==> src/rtl/acc_cpu_pkg.sv <==
package acc_cpu_pkg;

   localparam int OPC_W = 4;

   typedef enum logic [OPC_W-1:0] {
      OPC_NOP    = 4'd0,
      OPC_LOAD   = 4'd1,
      OPC_STORE  = 4'd2,
      OPC_MOVE   = 4'd3,
      OPC_SUB    = 4'd4,
      OPC_AND    = 4'd5,
      OPC_JUMPZ  = 4'd6,
      OPC_RETINT = 4'd7
   } opcode_e;

   typedef enum logic [2:0] {
      ST_FETCH,
      ST_ADRH,
      ST_ADRL,
      ST_EXEC,
      ST_POLL,
      ST_SERVE
   } state_e;

   typedef enum logic [1:0] {
      ALU_HOLD,
      ALU_LOAD,
      ALU_SUB,
      ALU_AND
   } alu_op_e;

   function automatic logic takes_addr(input logic [OPC_W-1:0] opc);
      return (opc == OPC_LOAD) || (opc == OPC_STORE) || (opc == OPC_JUMPZ);
   endfunction

endpackage

==> src/rtl/acc_cpu_alu.sv <==
module acc_cpu_alu
   import acc_cpu_pkg::*;
#(
   parameter int DW = 4
) (
   input  logic          clk,
   input  logic          rst_n,
   input  alu_op_e       op,
   input  logic          mv,
   input  logic [DW-1:0] operand,
   input  logic          z_ld,
   input  logic          z_val,
   output logic [DW-1:0] acc,
   output logic [DW-1:0] dr,
   output logic          z
);

   logic [DW-1:0] acc_nx;
   logic          upd;

   always_comb begin
      upd    = 1'b1;
      acc_nx = acc;
      case (op)
         ALU_LOAD: acc_nx = operand;
         ALU_SUB:  acc_nx = acc - dr;
         ALU_AND:  acc_nx = acc & dr;
         default:  upd    = 1'b0;
      endcase
   end

   always_ff @(posedge clk or negedge rst_n) begin
      if (!rst_n) begin
         acc <= '0;
         dr  <= '0;
         z   <= 1'b0;
      end else begin
         if (upd) begin
            acc <= acc_nx;
            z   <= (acc_nx == '0);
         end else if (z_ld) begin
            z <= z_val;
         end
         if (mv) dr <= acc;
      end
   end


   acc_hold_chk: assert property (@(posedge clk) disable iff (!rst_n)
      (op == ALU_HOLD) |=> $stable(acc));

endmodule

==> src/rtl/acc_cpu_irq_poll.sv <==
module acc_cpu_irq_poll #(
   parameter int NUM_IRQ = 4,
   localparam int IW = (NUM_IRQ > 1) ? $clog2(NUM_IRQ) : 1
) (
   input  logic               clk,
   input  logic               rst_n,
   input  logic [NUM_IRQ-1:0] req,
   input  logic               poll,
   output logic [NUM_IRQ-1:0] ack,
   output logic [IW-1:0]      kind,
   output logic               found
);

   logic [NUM_IRQ-1:0] win;
   logic [IW-1:0]      win_idx;

   always_comb begin
      win     = '0;
      win_idx = '0;
      for (int i = NUM_IRQ - 1; i >= 0; i--) begin
         if (req[i]) begin
            win     = '0;
            win[i]  = 1'b1;
            win_idx = IW'(i);
         end
      end
   end

   always_ff @(posedge clk or negedge rst_n) begin
      if (!rst_n) begin
         ack   <= '0;
         kind  <= '0;
         found <= 1'b0;
      end else if (poll) begin
         ack   <= win;
         kind  <= win_idx;
         found <= |req;
      end else begin
         ack <= '0;
      end
   end


   ack_onehot_chk: assert property (@(posedge clk) disable iff (!rst_n)
      $onehot0(ack));

   ack_pulse_chk: assert property (@(posedge clk) disable iff (!rst_n)
      (|ack) |=> (ack == '0));

   ack_req_chk: assert property (@(posedge clk) disable iff (!rst_n)
      (|ack) |-> (|(ack & $past(req))));

endmodule

==> src/rtl/acc_cpu_io.sv <==
module acc_cpu_io #(
   parameter int DW      = 4,
   parameter int AW      = 8,
   parameter int NUM_IRQ = 4,
   parameter int A_LO    = 4,
   parameter int B_LO    = 5,
   localparam int IW = (NUM_IRQ > 1) ? $clog2(NUM_IRQ) : 1
) (
   input  logic          clk,
   input  logic          rst_n,
   input  logic          svc_on,
   input  logic          found,
   input  logic [IW-1:0] kind,
   input  logic [DW-1:0] ip0,
   input  logic [DW-1:0] ip1,
   input  logic [DW-1:0] ip2,
   input  logic [DW-1:0] ip3,
   input  logic [DW-1:0] rdata,
   output logic [AW-1:0] svc_addr,
   output logic          svc_we,
   output logic [DW-1:0] svc_wdata,
   output logic [DW-1:0] op0
);

   localparam logic [DW-1:0] PAGE_HI = {DW{1'b1}};
   localparam logic [AW-1:0] A_ADDR  = {PAGE_HI, DW'(A_LO)};
   localparam logic [AW-1:0] B_ADDR  = {PAGE_HI, DW'(B_LO)};

   logic [AW-1:0] d_addr;
   logic          d_en;
   logic          op0_load;

   generate
      if (NUM_IRQ == 4) begin : g_src_d
         assign d_addr = {ip2, ip3};
         assign d_en   = 1'b1;
      end else begin : g_no_src_d
         logic [2*DW-1:0] d_unused;
         assign d_unused = {ip2, ip3};
         assign d_addr   = A_ADDR;
         assign d_en     = 1'b0;
      end
   endgenerate

   always_comb begin
      svc_addr  = A_ADDR;
      svc_we    = 1'b0;
      svc_wdata = ip0;
      op0_load  = 1'b0;
      if (svc_on && found) begin
         case (kind)
            IW'(0): op0_load = 1'b1;
            IW'(1): begin
               svc_addr = B_ADDR;
               svc_we   = 1'b1;
            end
            IW'(2): begin
               svc_addr = {PAGE_HI, ip1};
               op0_load = 1'b1;
            end
            default: begin
               svc_addr = d_addr;
               op0_load = d_en;
            end
         endcase
      end
   end

   always_ff @(posedge clk or negedge rst_n) begin
      if (!rst_n)        op0 <= '0;
      else if (op0_load) op0 <= rdata;
   end


   op0_hold_chk: assert property (@(posedge clk) disable iff (!rst_n)
      !op0_load |=> $stable(op0));

endmodule

==> src/rtl/acc_cpu.sv <==
module acc_cpu
   import acc_cpu_pkg::*;
#(
   parameter int            DW           = 4,
   parameter int            AW           = 8,
   parameter int            NUM_IRQ      = 4,
   parameter logic [AW-1:0] HANDLER_ADDR = 8'hE0,
   parameter logic [AW-1:0] BOOT_RESUME  = 8'h01
) (
   input  logic               clk,
   input  logic               rst_n,
   output logic [AW-1:0]      mem_addr,
   input  logic [DW-1:0]      mem_rdata,
   output logic               mem_we,
   output logic [DW-1:0]      mem_wdata,
   input  logic [NUM_IRQ-1:0] irq_req,
   output logic [NUM_IRQ-1:0] irq_ack,
   input  logic [DW-1:0]      ip0,
   input  logic [DW-1:0]      ip1,
   input  logic [DW-1:0]      ip2,
   input  logic [DW-1:0]      ip3,
   output logic [DW-1:0]      op0
);

   localparam int            IW     = (NUM_IRQ > 1) ? $clog2(NUM_IRQ) : 1;
   localparam logic [AW-1:0] PC_ONE = AW'(1);

   generate
      if (AW != 2 * DW) begin : g_bad_aw
         $error("acc_cpu: AW must be twice DW");
      end
      if (DW < OPC_W) begin : g_bad_dw
         $error("acc_cpu: DW must hold an opcode");
      end
      if (NUM_IRQ < 3 || NUM_IRQ > 4) begin : g_bad_irq
         $error("acc_cpu: NUM_IRQ must be 3 or 4");
      end
   endgenerate

   state_e            st_q;
   logic [AW-1:0]     pc_q;
   logic [OPC_W-1:0]  ir_q;
   logic [DW-1:0]     ahi_q;
   logic [DW-1:0]     alo_q;
   logic [AW-1:0]     spc_q;
   logic              sz_q;
   logic              ie_q;

   logic [DW-1:0]     acc;
   logic [DW-1:0]     dr;
   logic              z;
   alu_op_e           alu_op;
   logic              alu_mv;
   logic              z_ld;

   logic [IW-1:0]     irq_kind;
   logic              irq_found;
   logic [AW-1:0]     svc_addr;
   logic              svc_we;
   logic [DW-1:0]     svc_wdata;

   logic              take_irq;
   logic              in_exec;
   logic [AW-1:0]     opnd_addr;

   assign take_irq  = (st_q == ST_FETCH) && ie_q && (|irq_req);
   assign in_exec   = (st_q == ST_EXEC);
   assign opnd_addr = {ahi_q, alo_q};

   always_comb begin
      case (st_q)
         ST_EXEC:  mem_addr = opnd_addr;
         ST_SERVE: mem_addr = svc_addr;
         default:  mem_addr = pc_q;
      endcase
      mem_we    = (in_exec && ir_q == OPC_STORE) || (st_q == ST_SERVE && svc_we);
      mem_wdata = (st_q == ST_SERVE) ? svc_wdata : acc;
   end

   always_comb begin
      alu_op = ALU_HOLD;
      alu_mv = 1'b0;
      z_ld   = 1'b0;
      if (in_exec) begin
         case (ir_q)
            OPC_LOAD:   alu_op = ALU_LOAD;
            OPC_SUB:    alu_op = ALU_SUB;
            OPC_AND:    alu_op = ALU_AND;
            OPC_MOVE:   alu_mv = 1'b1;
            OPC_RETINT: z_ld   = 1'b1;
            default:    ;
         endcase
      end
   end

   always_ff @(posedge clk or negedge rst_n) begin
      if (!rst_n) begin
         st_q  <= ST_FETCH;
         pc_q  <= '0;
         ir_q  <= '0;
         ahi_q <= '0;
         alo_q <= '0;
         spc_q <= BOOT_RESUME;
         sz_q  <= 1'b0;
         ie_q  <= 1'b0;
      end else begin
         case (st_q)
            ST_FETCH: begin
               if (take_irq) begin
                  spc_q <= pc_q;
                  sz_q  <= z;
                  ie_q  <= 1'b0;
                  st_q  <= ST_POLL;
               end else begin
                  ir_q <= mem_rdata[OPC_W-1:0];
                  pc_q <= pc_q + PC_ONE;
                  st_q <= takes_addr(mem_rdata[OPC_W-1:0]) ? ST_ADRH : ST_EXEC;
               end
            end
            ST_ADRH: begin
               ahi_q <= mem_rdata;
               pc_q  <= pc_q + PC_ONE;
               st_q  <= ST_ADRL;
            end
            ST_ADRL: begin
               alo_q <= mem_rdata;
               pc_q  <= pc_q + PC_ONE;
               st_q  <= ST_EXEC;
            end
            ST_EXEC: begin
               if (ir_q == OPC_JUMPZ && z) pc_q <= opnd_addr;
               if (ir_q == OPC_RETINT) begin
                  pc_q <= spc_q;
                  ie_q <= 1'b1;
               end
               st_q <= ST_FETCH;
            end
            ST_POLL: st_q <= ST_SERVE;
            ST_SERVE: begin
               pc_q <= HANDLER_ADDR;
               st_q <= ST_FETCH;
            end
            default: st_q <= ST_FETCH;
         endcase
      end
   end

   acc_cpu_alu #(.DW(DW)) i_alu (
      .clk     (clk),
      .rst_n   (rst_n),
      .op      (alu_op),
      .mv      (alu_mv),
      .operand (mem_rdata),
      .z_ld    (z_ld),
      .z_val   (sz_q),
      .acc     (acc),
      .dr      (dr),
      .z       (z)
   );

   acc_cpu_irq_poll #(.NUM_IRQ(NUM_IRQ)) i_poll (
      .clk   (clk),
      .rst_n (rst_n),
      .req   (irq_req),
      .poll  (st_q == ST_POLL),
      .ack   (irq_ack),
      .kind  (irq_kind),
      .found (irq_found)
   );

   acc_cpu_io #(.DW(DW), .AW(AW), .NUM_IRQ(NUM_IRQ)) i_io (
      .clk       (clk),
      .rst_n     (rst_n),
      .svc_on    (st_q == ST_SERVE),
      .found     (irq_found),
      .kind      (irq_kind),
      .ip0       (ip0),
      .ip1       (ip1),
      .ip2       (ip2),
      .ip3       (ip3),
      .rdata     (mem_rdata),
      .svc_addr  (svc_addr),
      .svc_we    (svc_we),
      .svc_wdata (svc_wdata),
      .op0       (op0)
   );


   ack_masked_chk: assert property (@(posedge clk) disable iff (!rst_n)
      (|irq_ack) |-> !ie_q);

   retint_unmask_chk: assert property (@(posedge clk) disable iff (!rst_n)
      (in_exec && ir_q == OPC_RETINT) |=> ie_q);

   entry_save_chk: assert property (@(posedge clk) disable iff (!rst_n)
      take_irq |=> (spc_q == $past(pc_q)) && (sz_q == $past(z)));

endmodule

==> config.mk <==
export PLATFORM = sky130hd
export DESIGN_NAME = acc_cpu
export DESIGN_NICKNAME = d
export VERILOG_FILES = /design/src/rtl/acc_cpu_pkg.sv /design/src/rtl/acc_cpu_alu.sv /design/src/rtl/acc_cpu_irq_poll.sv /design/src/rtl/acc_cpu_io.sv /design/src/rtl/acc_cpu.sv
export SDC_FILE = /design/constraint.sdc
export NUM_CORES = 1
export LEC_CHECK = 0
export BUFFER_PORTS_ARGS = -buffer_cell sky130_fd_sc_hd__buf_2
export CORE_AREA = 2 2 101 103
export DETAILED_ROUTE_END_ITERATION = 12
export DIE_AREA = 0 0 103 105
export PLACE_DENSITY = 0.63
export SLEW_MARGIN = 20
export SYNTH_ARGS = -nofsm -noshare
export SYNTH_HDL_FRONTEND = slang
export SYNTH_HIERARCHICAL = 1
export SYNTH_SLANG_ARGS = --single-unit
export TNS_END_PERCENT = 10
==> constraint.sdc <==
create_clock -name clk -period 3.75 [get_ports clk]
set_clock_uncertainty 0.15 [all_clocks]
set_input_delay 0.1875 -clock clk [delete_from_list [all_inputs] [get_ports clk]]
set_output_delay 0.1875 -clock clk [all_outputs]
set_load 0.01 [all_outputs]
==> impl_metrics.yaml, run 1 <==
outcome:
  outcome: "finished, final reports clean"
clock_tree:
  cts_resized: 0
  htreeDepth: 2
  clk_latency_ns: 0.32
  clkTransAtPathRegs_ns: 0.11
  cts_made_buffers: 5
  cts_num_sinks: 53
  cts-root-buf: "clkbuf_8"
  clockBufferDepth: 2
  tritoncts: "yes"
setup_path:
  reg2reg_slack_ns: 0.53
  critPathArrivalTime_ns: 2.90
  crit_end: "mem_addr[5]"
  required_ns: 3.41
  reg2reg_from: "st_q[0]$_DFF_PN0_"
  reg2reg_depth: 8
  path_class: "register to output port"
  crit_path_end_kind: "output port"
  critPathLaunchType: "register"
  cp-startpoint: "st_q[1]$_DFF_PN0_"
  r2r-end: "i_alu/z$_DFFE_PN0P_"
  crit_fanout: 34
synthesis:
  synthMuxAreaShare_pct: 14.72
  synth.avg_cell_area_um2: 9.632
  seq_area_frac_synth_pct: 39.95
  syn-instance-count: 345
  synth_edf_count: 0
  netlist.area_leader.share_pct: 39.16
  synthArstFlopShare_pct: 100.0
  yosys.area_share.simple_pct: 17.28
  synthAdderAreaFrac_pct: 3.614
  synth-main-ff-cell: "dfrtp_1"
  synth_top_family_by_area: "compound AO/OA/AOI/OAI gates"
  ys_warn_count: 6
  synth.cell_area_mm2: 0.003323
  synth-xor-area-share_pct: 0.2636
  synthesis.nets: 380
  synth_area_leader_cell: "dfrtp_1"
  synth_compound_area_share_pct: 17.36
  synth_area_leaders: "dfrtp_1, mux2i_1, mux2_2"
  synth_cell_types: 57
  synth_seq_cells: 53
place:
  routabilityCongestion: 0.8383
  portBuffers: 46
  dp_hpwl_um: 5850
floorplanning:
  dieArea_mm2: 0.01082
  io_pins: 47
  rows: 36
  dieWidth_um: 103
  start_util_pct: 34.48
  die_h_um: 105
  coreArea_mm2: 0.009639
routing:
  drcViolationCount: 0
  drtAntennaViolNets: 0
  avgRoutedWirePerCell_um: 15.70
  drtIter0Drc: 116
  viasPerCell: 5.236
  wirelength_um: 8052
  drtPass1Iterations: 4
  vias: 2686
pwr:
  combPwrFrac_pct: 53.4
  swShare_pct: 43.97
  power_density_mw_per_mm2: 817.4
  power.internal_mw: 1.698
  leakage_nw: 1.742
  pwr-share-clk_pct: 11.0
  ir_drop_mv: 0.3241
  seqPwrFrac_pct: 35.5
  power_switching_mw: 1.333
sta:
  tns_ns: 0
  setup_viol: 0
  finalCritPeriodShare_pct: 86.43
  fmax_mhz: 308.5
  rsz0062_at_grt: "no"
  fin_crit_ns: 3.241
  slew_violations: 0
  finalHoldViolations: 0
  worst_pin_slew_ns: 0.7863
  whs_ns: 0.03238
  maxSlewHeadroom_pct: 47.46
finish:
  layout_common_cells: "dfrtp_1, buf_2, nand2_1, nor2_1, inv_1"
  nets: 414
  n_antenna_cell: 0
  regArea_mm2: 0.001328
  drive_gt1_share_pct: 24.47
  area_growth_pct: 11.56
  final_common_cell: "dfrtp_1"
  multi_input_comb_area_mm2: 0.001769
  fillers: 992
min_path:
  hold_class: "input pin to register"
grt:
  gr-total-overflow: 0
  antenna_found_initial: 0
  first_global_vias: 2640
  grt_pass1_wl_um: 13270
  grt.total_usage_pct: 15.76
  grt_max_degree: 35
job:
  maxCapViolCount: 0
[power groups by stage]
stage	combinational (mW)	clock, mW	sequential [mW]
after detailed placement	1.62	0	1.09
after floorplan	1.32	0	0.980
after global placement	1.59	0	1.08
after CTS	1.63	0.346	1.07
final	1.62	0.335	1.08
after global routing	1.81	0.369	1.12
[what timing repair did]
item	4_1_cts	5_1_grt
hold buffers	1	0
endpoints found under the hold margin	28	0
setup buffers	0	0
[flip-flops by register name, summed over array words and instances (netlist names)]
| signal | cells |
|---|---|
| pc_q | 8 |
| spc_q | 8 |
| ahi_q | 4 |
| alo_q | 4 |
| i_alu/acc | 4 |
| i_alu/dr | 4 |
| i_io/op0 | 4 |
| i_poll/ack | 4 |
| ir_q | 4 |
| st_q | 3 |
| i_poll/kind | 2 |
| i_alu/z | 1 |
| i_poll/found | 1 |
| ie_q | 1 |
| sz_q | 1 |
[kinds of logic (layout without fill, tap and decap cells)]
group,Yosys count,in the layout
mux,41,41
fa+ha+maj,9,9
simple gates,113,113
xor+xnor,1,1
compound gates,82,82
buf+inv,46,81
flops,53,53
[layer usage]
layer	vias up	global-route usage (%)	part of all wire [%]
met1	1313	21.44	45
li1	1290	-	-
met5	-	0	0
met2	69	25.05	48
met3	14	3.077	5.3
met4	0	4.981	1.7
[synth_stat cells, types with 2 or more instances]
cell type   n
mux2i_1    17
nand3b_1    3
a211oi_1    2
clkbuf_1    9
mux2_2     15
a31oi_1    13
dfrtp_1    52
o211ai_1    4
nand3_1     8
a22o_1      4
nand2b_1    8
a22oi_1     3
mux2_4      7
buf_1       3
ha_1        8
nor3_1      4
nand4_1     2
o22ai_1     9
and2_1      3
a21o_1      2
buf_4       5
o21ai_0    17
nand2_1    35
nor2_1     24
or2_1       4
mux4_2      2
nor3b_1     6
o32ai_1     4
inv_1      20
nor2b_1     5
buf_2       4
a21oi_1    15
buf_6       4
[worst min path at each step]
| stage | from | endpoint | cells after the start |
|---|---|---|---|
| after global routing | irq_req[1] | i_poll/ack[1]$_DFF_PN0_ | 2 |
| after detailed placement | rst_n | i_alu/dr[1]$_DFFE_PN0P_ | 1 |
| after global placement | rst_n | i_alu/dr[1]$_DFFE_PN0P_ | 1 |
| after CTS | irq_req[1] | i_poll/ack[1]$_DFF_PN0_ | 2 |
| final | irq_req[1] | i_poll/ack[1]$_DFF_PN0_ | 2 |
| after floorplan | rst_n | ahi_q[0]$_DFFE_PN0P_ | 0 |
[critical path, stage by stage (launching register included)]
cell,delay (ns)
dfrtp_1,0.42
buf_4,0.26
nand3b_1,0.44
inv_1,0.35
nand4_1,0.29
or2_1,0.30
nor3b_1,0.20
a21o_1,0.12
a21oi_1,0.07
buf_2,0.15
[final cells by class]
type | instances | share of cell area [%]
inverter | 21 | 2.126
sequential | 53 | 35.81
multi-input combinational | 246 | 47.72
clock buffer | 6 | 1.957
clock inverter | 2 | 0.4050
timing repair buffer | 52 | 7.492
tap | 133 | 4.489
[stage by stage]
stage	cells	utilization [%]	worst slack (ns)	instance area [um^2]	power (mW)
after floorplan	345	-	1.126	3323	2.304
after global placement	504	37.45	0.7354	3610	2.666
after detailed placement	504	37.45	0.5720	3610	2.705
after CTS	513	38.46	0.4691	3707	3.047
after global routing	513	38.46	0.2523	3707	3.302
final	513	38.46	0.5087	3707	3.030
Power figures use the tool's default switching activity.
==> run 2: changes to the inputs <==
--- a/config.mk
+++ b/config.mk
@@ -6,13 +6,13 @@
 export NUM_CORES = 1
 export LEC_CHECK = 0
 export BUFFER_PORTS_ARGS = -buffer_cell sky130_fd_sc_hd__buf_2
-export CORE_AREA = 2 2 101 103
+export CORE_AREA = 2 2 98 100
 export DETAILED_ROUTE_END_ITERATION = 12
-export DIE_AREA = 0 0 103 105
+export DIE_AREA = 0 0 100 102
 export PLACE_DENSITY = 0.63
+export REMOVE_ABC_BUFFERS = 1
 export SLEW_MARGIN = 20
 export SYNTH_ARGS = -nofsm -noshare
 export SYNTH_HDL_FRONTEND = slang
-export SYNTH_HIERARCHICAL = 1
 export SYNTH_SLANG_ARGS = --single-unit
 export TNS_END_PERCENT = 10
==> impl_metrics.yaml, run 2 <==
floorplanning:
  start_util_pct: 34.07
  die_h_um: 102
  dieWidth_um: 100
  rows: 35
  coreArea_mm2: 0.009109
  io_pins: 47
  dieArea_mm2: 0.01020
pwr:
  ir_drop_mv: 0.2371
  seqPwrFrac_pct: 39.3
  power_switching_mw: 1.271
  pwr-share-clk_pct: 10.9
  power.internal_mw: 1.667
  leakage_nw: 1.597
  swShare_pct: 43.27
  power_density_mw_per_mm2: 837.5
  p_total_mw: 2.938
  combPwrFrac_pct: 49.8
synthesis:
  synth_area_leader_cell: "dfrtp_1"
  synth_seq_cells: 53
  synth_area_leaders: "dfrtp_1, mux2_2, nand2_1"
  netlist.area_leader.share_pct: 41.94
  syn-instance-count: 302
  synthTopCellsByCount: "dfrtp_1, nand2_1, mux2_2, o21ai_0, inv_1"
  synth.cell_area_mm2: 0.003103
  synth_edf_count: 0
  synthMostInstantiatedCell: "dfrtp_1"
  ys_warn_count: 0
  synth.avg_cell_area_um2: 10.27
  seq_area_frac_synth_pct: 42.78
  synthArstFlopShare_pct: 100.0
  synth-main-ff-cell: "dfrtp_1"
  synth_cell_types: 61
routing:
  drcViolationCount: 0
  avgRoutedWirePerCell_um: 16.97
  viasPerCell: 5.479
  drtAntennaViolNets: 0
  drtIter0Drc: 161
  vias: 2493
  drtPass1Iterations: 4
  wirelength_um: 7720
setup_path:
  crit_path_end_kind: "output port"
  critPathArrivalTime_ns: 2.48
  cpPeakStageDelay_ns: 0.78
  required_ns: 3.41
  path_class: "register to output port"
  crit_fanout: 16
  crit_slowest_cell: "nor2_1"
  cp_cell_sequence: "and3b_1 -> nor2_1 -> nand2_1 -> nand3_1 -> buf_2"
  reg2reg_slack_ns: 1.25
  critPathLaunchType: "register"
  critPathBufInv: 1
  crit_family: "simple AND/OR/NAND/NOR gates"
clock_tree:
  clockBufferDepth: 2
  cts_resized: 0
  clkTransAtPathRegs_ns: 0.10
  cts_num_sinks: 53
  cts_made_buffers: 5
  cts-root-buf: "clkbuf_8"
  clk_latency_ns: 0.31
  postCtsSetupBuffers: 0
  hold_buffers: 2
  htreeDepth: 2
  tritoncts: "yes"
sta:
  fmax_mhz: 355.0
  rsz0062_at_grt: "no"
  finalHoldViolations: 0
  tns_ns: 0
  worst_pin_slew_ns: 0.9172
  slew_violations: 0
  setup_viol: 0
  fin_ws_ns: 0.9334
  whs_ns: 0.02378
  finalCritPeriodShare_pct: 75.11
  maxSlewHeadroom_pct: 38.63
  fin_crit_ns: 2.817
finish:
  final_common_cell: "dfrtp_1"
  layout_common_cells: "dfrtp_1, buf_2, nand2_1, mux2_2, o21ai_0"
  area_growth_pct: 13.06
  utilization_pct: 38.52
  fin_cells: 455
  n_antenna_cell: 0
  nets: 378
  drive_gt1_share_pct: 28.78
  fin_area_mm2: 0.003508
  reg_top3: "pc_q (8), spc_q (8)"
grt:
  grt_max_degree: 40
  first_global_vias: 2363
  grt.total_usage_pct: 15.67
  gr-total-overflow: 0
  grt_pass1_wl_um: 12480
  antenna_found_initial: 0
job:
  maxCapViolCount: 0
place:
  dp.cells: 445
  dp_slack_ns: 1.305
  placed_area_mm2: 0.003405
  routabilityCongestion: 0.8139
  dp_hpwl_um: 5622
  portBuffers: 46
outcome:
  outcome: "finished, final reports clean"
min_path:
  hold_class: "input pin to register"
==> run 2: changes by cell type in the layout (fill, tap and decap cells not counted), sizes merged, moves of 5 or more <==
| cell | change |
|---|---|
| o22ai | -5 |
| inv | -8 |
| mux2 | +10 |
| a221o | +5 |
| mux2i | -8 |
| a31oi | -11 |
| nor3 | +7 |
| nor2 | -14 |
| a21oi | -8 |
==> run 2: layer usage <==
metal  global-route usage [%]  vias to the layer above  part of all wire (%)
li1                         -                     1189                     -
met1                    22.47                     1242                    47
met2                    24.84                       57                    48
met3                    2.462                        5                   4.0
met4                    4.215                        0                  0.97
met5                        0                        -                     0
==> run 2: cell type report <==
| class | instances | area, um^2 |
|---|---|---|
| tap | 111 | 138.9 |
| multi-input combinational | 221 | 1652 |
| clock buffer | 7 | 76.32 |
| fill | 920 | 5600 |
| sequential | 53 | 1328 |
| timing repair buffer | 49 | 257.7 |
| inverter | 13 | 48.80 |
| clock inverter | 1 | 7.507 |
==> run 2: cell families after synthesis <==
group                      count (synthesis)  share of synthesized area [%]
xor gates and xnor gates                   1                         0.2823
muxes                                     41                          14.52
and+or+nand+nor                          105                          18.51
adders and majority gates                  9                          3.871
buffers and inverters                     28                          3.992
AOI/OAI and AO/OA                         65                          16.05
DFF                                       53                          42.78
==> run 2: worst reg2reg max path, delay by kind of cell (launching register included) <==
family	cells	cell delay, ns
flops	1	0.59
simple gates	2	1.18
compound gates	2	0.47
==> run 2: power by group through the flow <==
stage | logic (mW) | registers, mW | clock network [mW]
2_1_floorplan | 1.09 | 1.07 | 0
3_3_place_gp | 1.44 | 1.15 | 0
3_5_place_dp | 1.47 | 1.16 | 0
4_1_cts | 1.47 | 1.15 | 0.336
5_1_grt | 1.63 | 1.20 | 0.355
6_report | 1.46 | 1.15 | 0.321
==> run 2: worst paths after layout <==
kind / from / endpoint / depth (start not counted)
worst max-delay path: st_q[2]$_DFF_PN0_ / mem_addr[4] / 5
worst min-delay path: irq_req[0] / i_poll.ack[1]$_DFF_PN0_ / 2
worst max register to register: st_q[2]$_DFF_PN0_ / pc_q[7]$_DFFE_PN0P_ / 4
worst min register to register: i_io.op0[2]$_DFFE_PN0P_ / i_io.op0[2]$_DFFE_PN0P_ / 1
max in group asynchronous: rst_n / ahi_q[0]$_DFFE_PN0P_ / 3
min in group asynchronous: rst_n / i_io.op0[2]$_DFFE_PN0P_ / 2
==> run 3: changes to the inputs <==
--- a/config.mk
+++ b/config.mk
@@ -5,11 +5,12 @@
 export SDC_FILE = /design/constraint.sdc
 export NUM_CORES = 1
 export LEC_CHECK = 0
+export ABC_AREA = 1
 export BUFFER_PORTS_ARGS = -buffer_cell sky130_fd_sc_hd__buf_2
-export CORE_AREA = 2 2 98 100
+export CORE_AREA = 2 2 94 96
 export DETAILED_ROUTE_END_ITERATION = 12
-export DIE_AREA = 0 0 100 102
-export PLACE_DENSITY = 0.63
+export DIE_AREA = 0 0 96 98
+export PLACE_DENSITY = 0.66
 export REMOVE_ABC_BUFFERS = 1
 export SLEW_MARGIN = 20
 export SYNTH_ARGS = -nofsm -noshare
==> constraint.sdc (replaced) <==
create_clock -name clk -period 2.4 [get_ports clk]
set_clock_uncertainty 0.15 [all_clocks]
set_input_delay 0.12 -clock clk [delete_from_list [all_inputs] [get_ports clk]]
set_output_delay 0.12 -clock clk [all_outputs]
set_load 0.01 [all_outputs]
==> impl_metrics.yaml, run 3 <==
grt:
  first_global_vias: 2575
  antenna_found_initial: 0
  grt_pass1_wl_um: 12030
  gr-total-overflow: 0
  grt.total_usage_pct: 16.16
  grt_max_degree: 32
pwr:
  p_total_mw: 4.186
  combPwrFrac_pct: 49.5
  swShare_pct: 45.24
  pwr-share-clk_pct: 11.9
  power.internal_mw: 2.292
  power_density_mw_per_mm2: 1237
  power_switching_mw: 1.894
  leakage_nw: 1.667
  seqPwrFrac_pct: 38.7
  ir_drop_mv: 0.4099
sta:
  fin_crit_ns: 2.209
  fmax_mhz: 452.6
  tns_ns: 0
  finalHoldViolations: 0
  whs_ns: 0.02269
  worst_pin_slew_ns: 0.7120
  rsz0062_at_grt: "no"
  finalCritPeriodShare_pct: 92.06
  maxSlewHeadroom_pct: 52.53
  slew_violations: 0
  setup_viol: 0
  fin_ws_ns: 0.1906
clock_tree:
  cts_resized: 0
  cts_num_sinks: 53
  cts_made_buffers: 5
  clockBufferDepth: 2
  clkTransAtPathRegs_ns: 0.09
  htreeDepth: 2
  cts-root-buf: "clkbuf_8"
  clk_latency_ns: 0.31
  postCtsSetupBuffers: 0
  tritoncts: "yes"
synthesis:
  synthArstFlopShare_pct: 100.0
  synthTopCellsByCount: "nand2_1, dfrtp_1, o21ai_0, inv_1, nand3_1"
  synth_area_leaders: "dfrtp_1, nand2_1, o21ai_0"
  synth.avg_cell_area_um2: 8.034
  synthMostInstantiatedCell: "nand2_1"
  synth_seq_cells: 53
  synth_edf_count: 0
  netlist.area_leader.share_pct: 45.75
  synth_area_leader_cell: "dfrtp_1"
  ys_warn_count: 0
  syn-instance-count: 354
  synth.cell_area_mm2: 0.002844
  synth_cell_types: 32
  seq_area_frac_synth_pct: 46.68
  synth-main-ff-cell: "dfrtp_1"
setup_path:
  critPathArrivalTime_ns: 1.94
  cpPeakStageDelay_ns: 0.42
  crit_fanout: 12
  reg2reg_slack_ns: 0.45
  path_class: "register to output port"
  cp_cell_sequence: "inv_1 -> nand2_1 -> nor2_2 -> nor2_2 -> inv_1 -> o211ai_1 -> buf_2"
  crit_slowest_cell: "dfrtp_1"
  crit_path_end_kind: "output port"
  critPathLaunchType: "register"
  required_ns: 2.13
floorplanning:
  die_h_um: 98
  coreArea_mm2: 0.008466
  io_pins: 47
  start_util_pct: 33.59
  dieArea_mm2: 0.009408
  dieWidth_um: 96
  rows: 34
routing:
  viasPerCell: 4.926
  vias: 2581
  avgRoutedWirePerCell_um: 13.24
  drcViolationCount: 0
  drtAntennaViolNets: 0
  wirelength_um: 6938
  drtPass1Iterations: 5
  drtIter0Drc: 167
finish:
  drive_gt1_share_pct: 18.27
  n_antenna_cell: 0
  area_growth_pct: 18.96
  nets: 450
  layout_common_cells: "nand2_1, dfrtp_1, buf_2, o21ai_0, inv_1"
  reg_top3: "pc_q (8), spc_q (8)"
  final_common_cell: "nand2_1"
  fin_cells: 524
  utilization_pct: 39.96
  fin_area_mm2: 0.003383
place:
  placed_area_mm2: 0.003229
  portBuffers: 46
  dp_hpwl_um: 5358
  dp_slack_ns: 0.5106
  routabilityCongestion: 0.8408
  dp.cells: 509
outcome:
  outcome: "finished, final reports clean"
min_path:
  hold_class: "input pin to register"
job:
  maxCapViolCount: 0
-- run 3: changes by cell type in the layout (fill, tap and decap cells not counted), moves of 11 or more --
cell	previous run	this run
o21ai_0	14	43
nand2_1	36	85
mux2_2	32	1
nand3_1	11	26
nor2_1	11	22
inv_1	12	42
-- run 3: final cells by class --
type / instances / area [um^2]
fillers: 867 / 5082
repair buffers: 59 / 345.3
multi-input cells: 249 / 1313
inverters: 47 / 178.9
clock inverters: 1 / 7.507
flip-flops and latches: 53 / 1328
clock buffers: 7 / 76.32
well taps: 108 / 135.1
-- run 3: cell families (layout without fill, tap and decap cells) --
group                      count (synthesis)  after routing  share of synthesized area [%]
AOI/OAI and AO/OA                         82             82                          16.41
xor gates and xnor gates                   6              6                          1.848
adders and majority gates                  9              9                          4.224
buffers and inverters                     52            114                          7.171
DFF                                       53             53                          46.68
muxes                                      1              1                         0.3959
and+or+nand+nor                          151            151                          23.27
-- run 3: path summary, 6_finish.rpt --
check                                           from                       end  cells after the start
worst max-delay path               st_q[1]$_DFF_PN0_               mem_addr[2]                      7
worst min-delay path                    mem_rdata[0]  i_alu.acc[0]$_DFFE_PN0N_                      3
worst max register to register     st_q[0]$_DFF_PN0_   i_poll.ack[1]$_DFF_PN0_                      6
worst min register to register  alo_q[0]$_DFFE_PN0P_      alo_q[0]$_DFFE_PN0P_                      2
max in group asynchronous                      rst_n      ahi_q[3]$_DFFE_PN0P_                      3
min in group asynchronous                      rst_n   i_io.op0[0]$_DFFE_PN0P_                      2
-- run 3: layer usage --
metal  vias to the layer above  wire, um  global-route usage, %
met5                         -         0                      0
met4                         0       104                  4.615
met3                         8       342                  2.778
met2                        69      3247                  25.37
met1                      1203      3243                  22.85
li1                       1301         -                      -
-- run 3: critical path, delay by kind of cell (launching register included) --
kind	cells	cell delay (ns)
AO/OA/AOI/OAI	1	0.15
buffers and inverters	3	0.57
flip-flops	1	0.42
AND/OR/NAND/NOR	3	0.48
-- run 3: power groups by stage --
stage                     combinational (mW)  clock (mW)  sequential [mW]
after floorplan                         1.48           0             1.56
after global placement                  2.04           0             1.62
after detailed placement                2.07           0             1.63
after CTS                               2.09       0.515             1.62
after global routing                    2.40       0.547             1.67
final                                   2.07       0.496             1.62
-- run 3: what timing repair did --
action | CTS | global route
endpoints found under the setup margin | 0 | 0
hold buffers | 7 | 0
hold endpoints to repair | 34 | 0
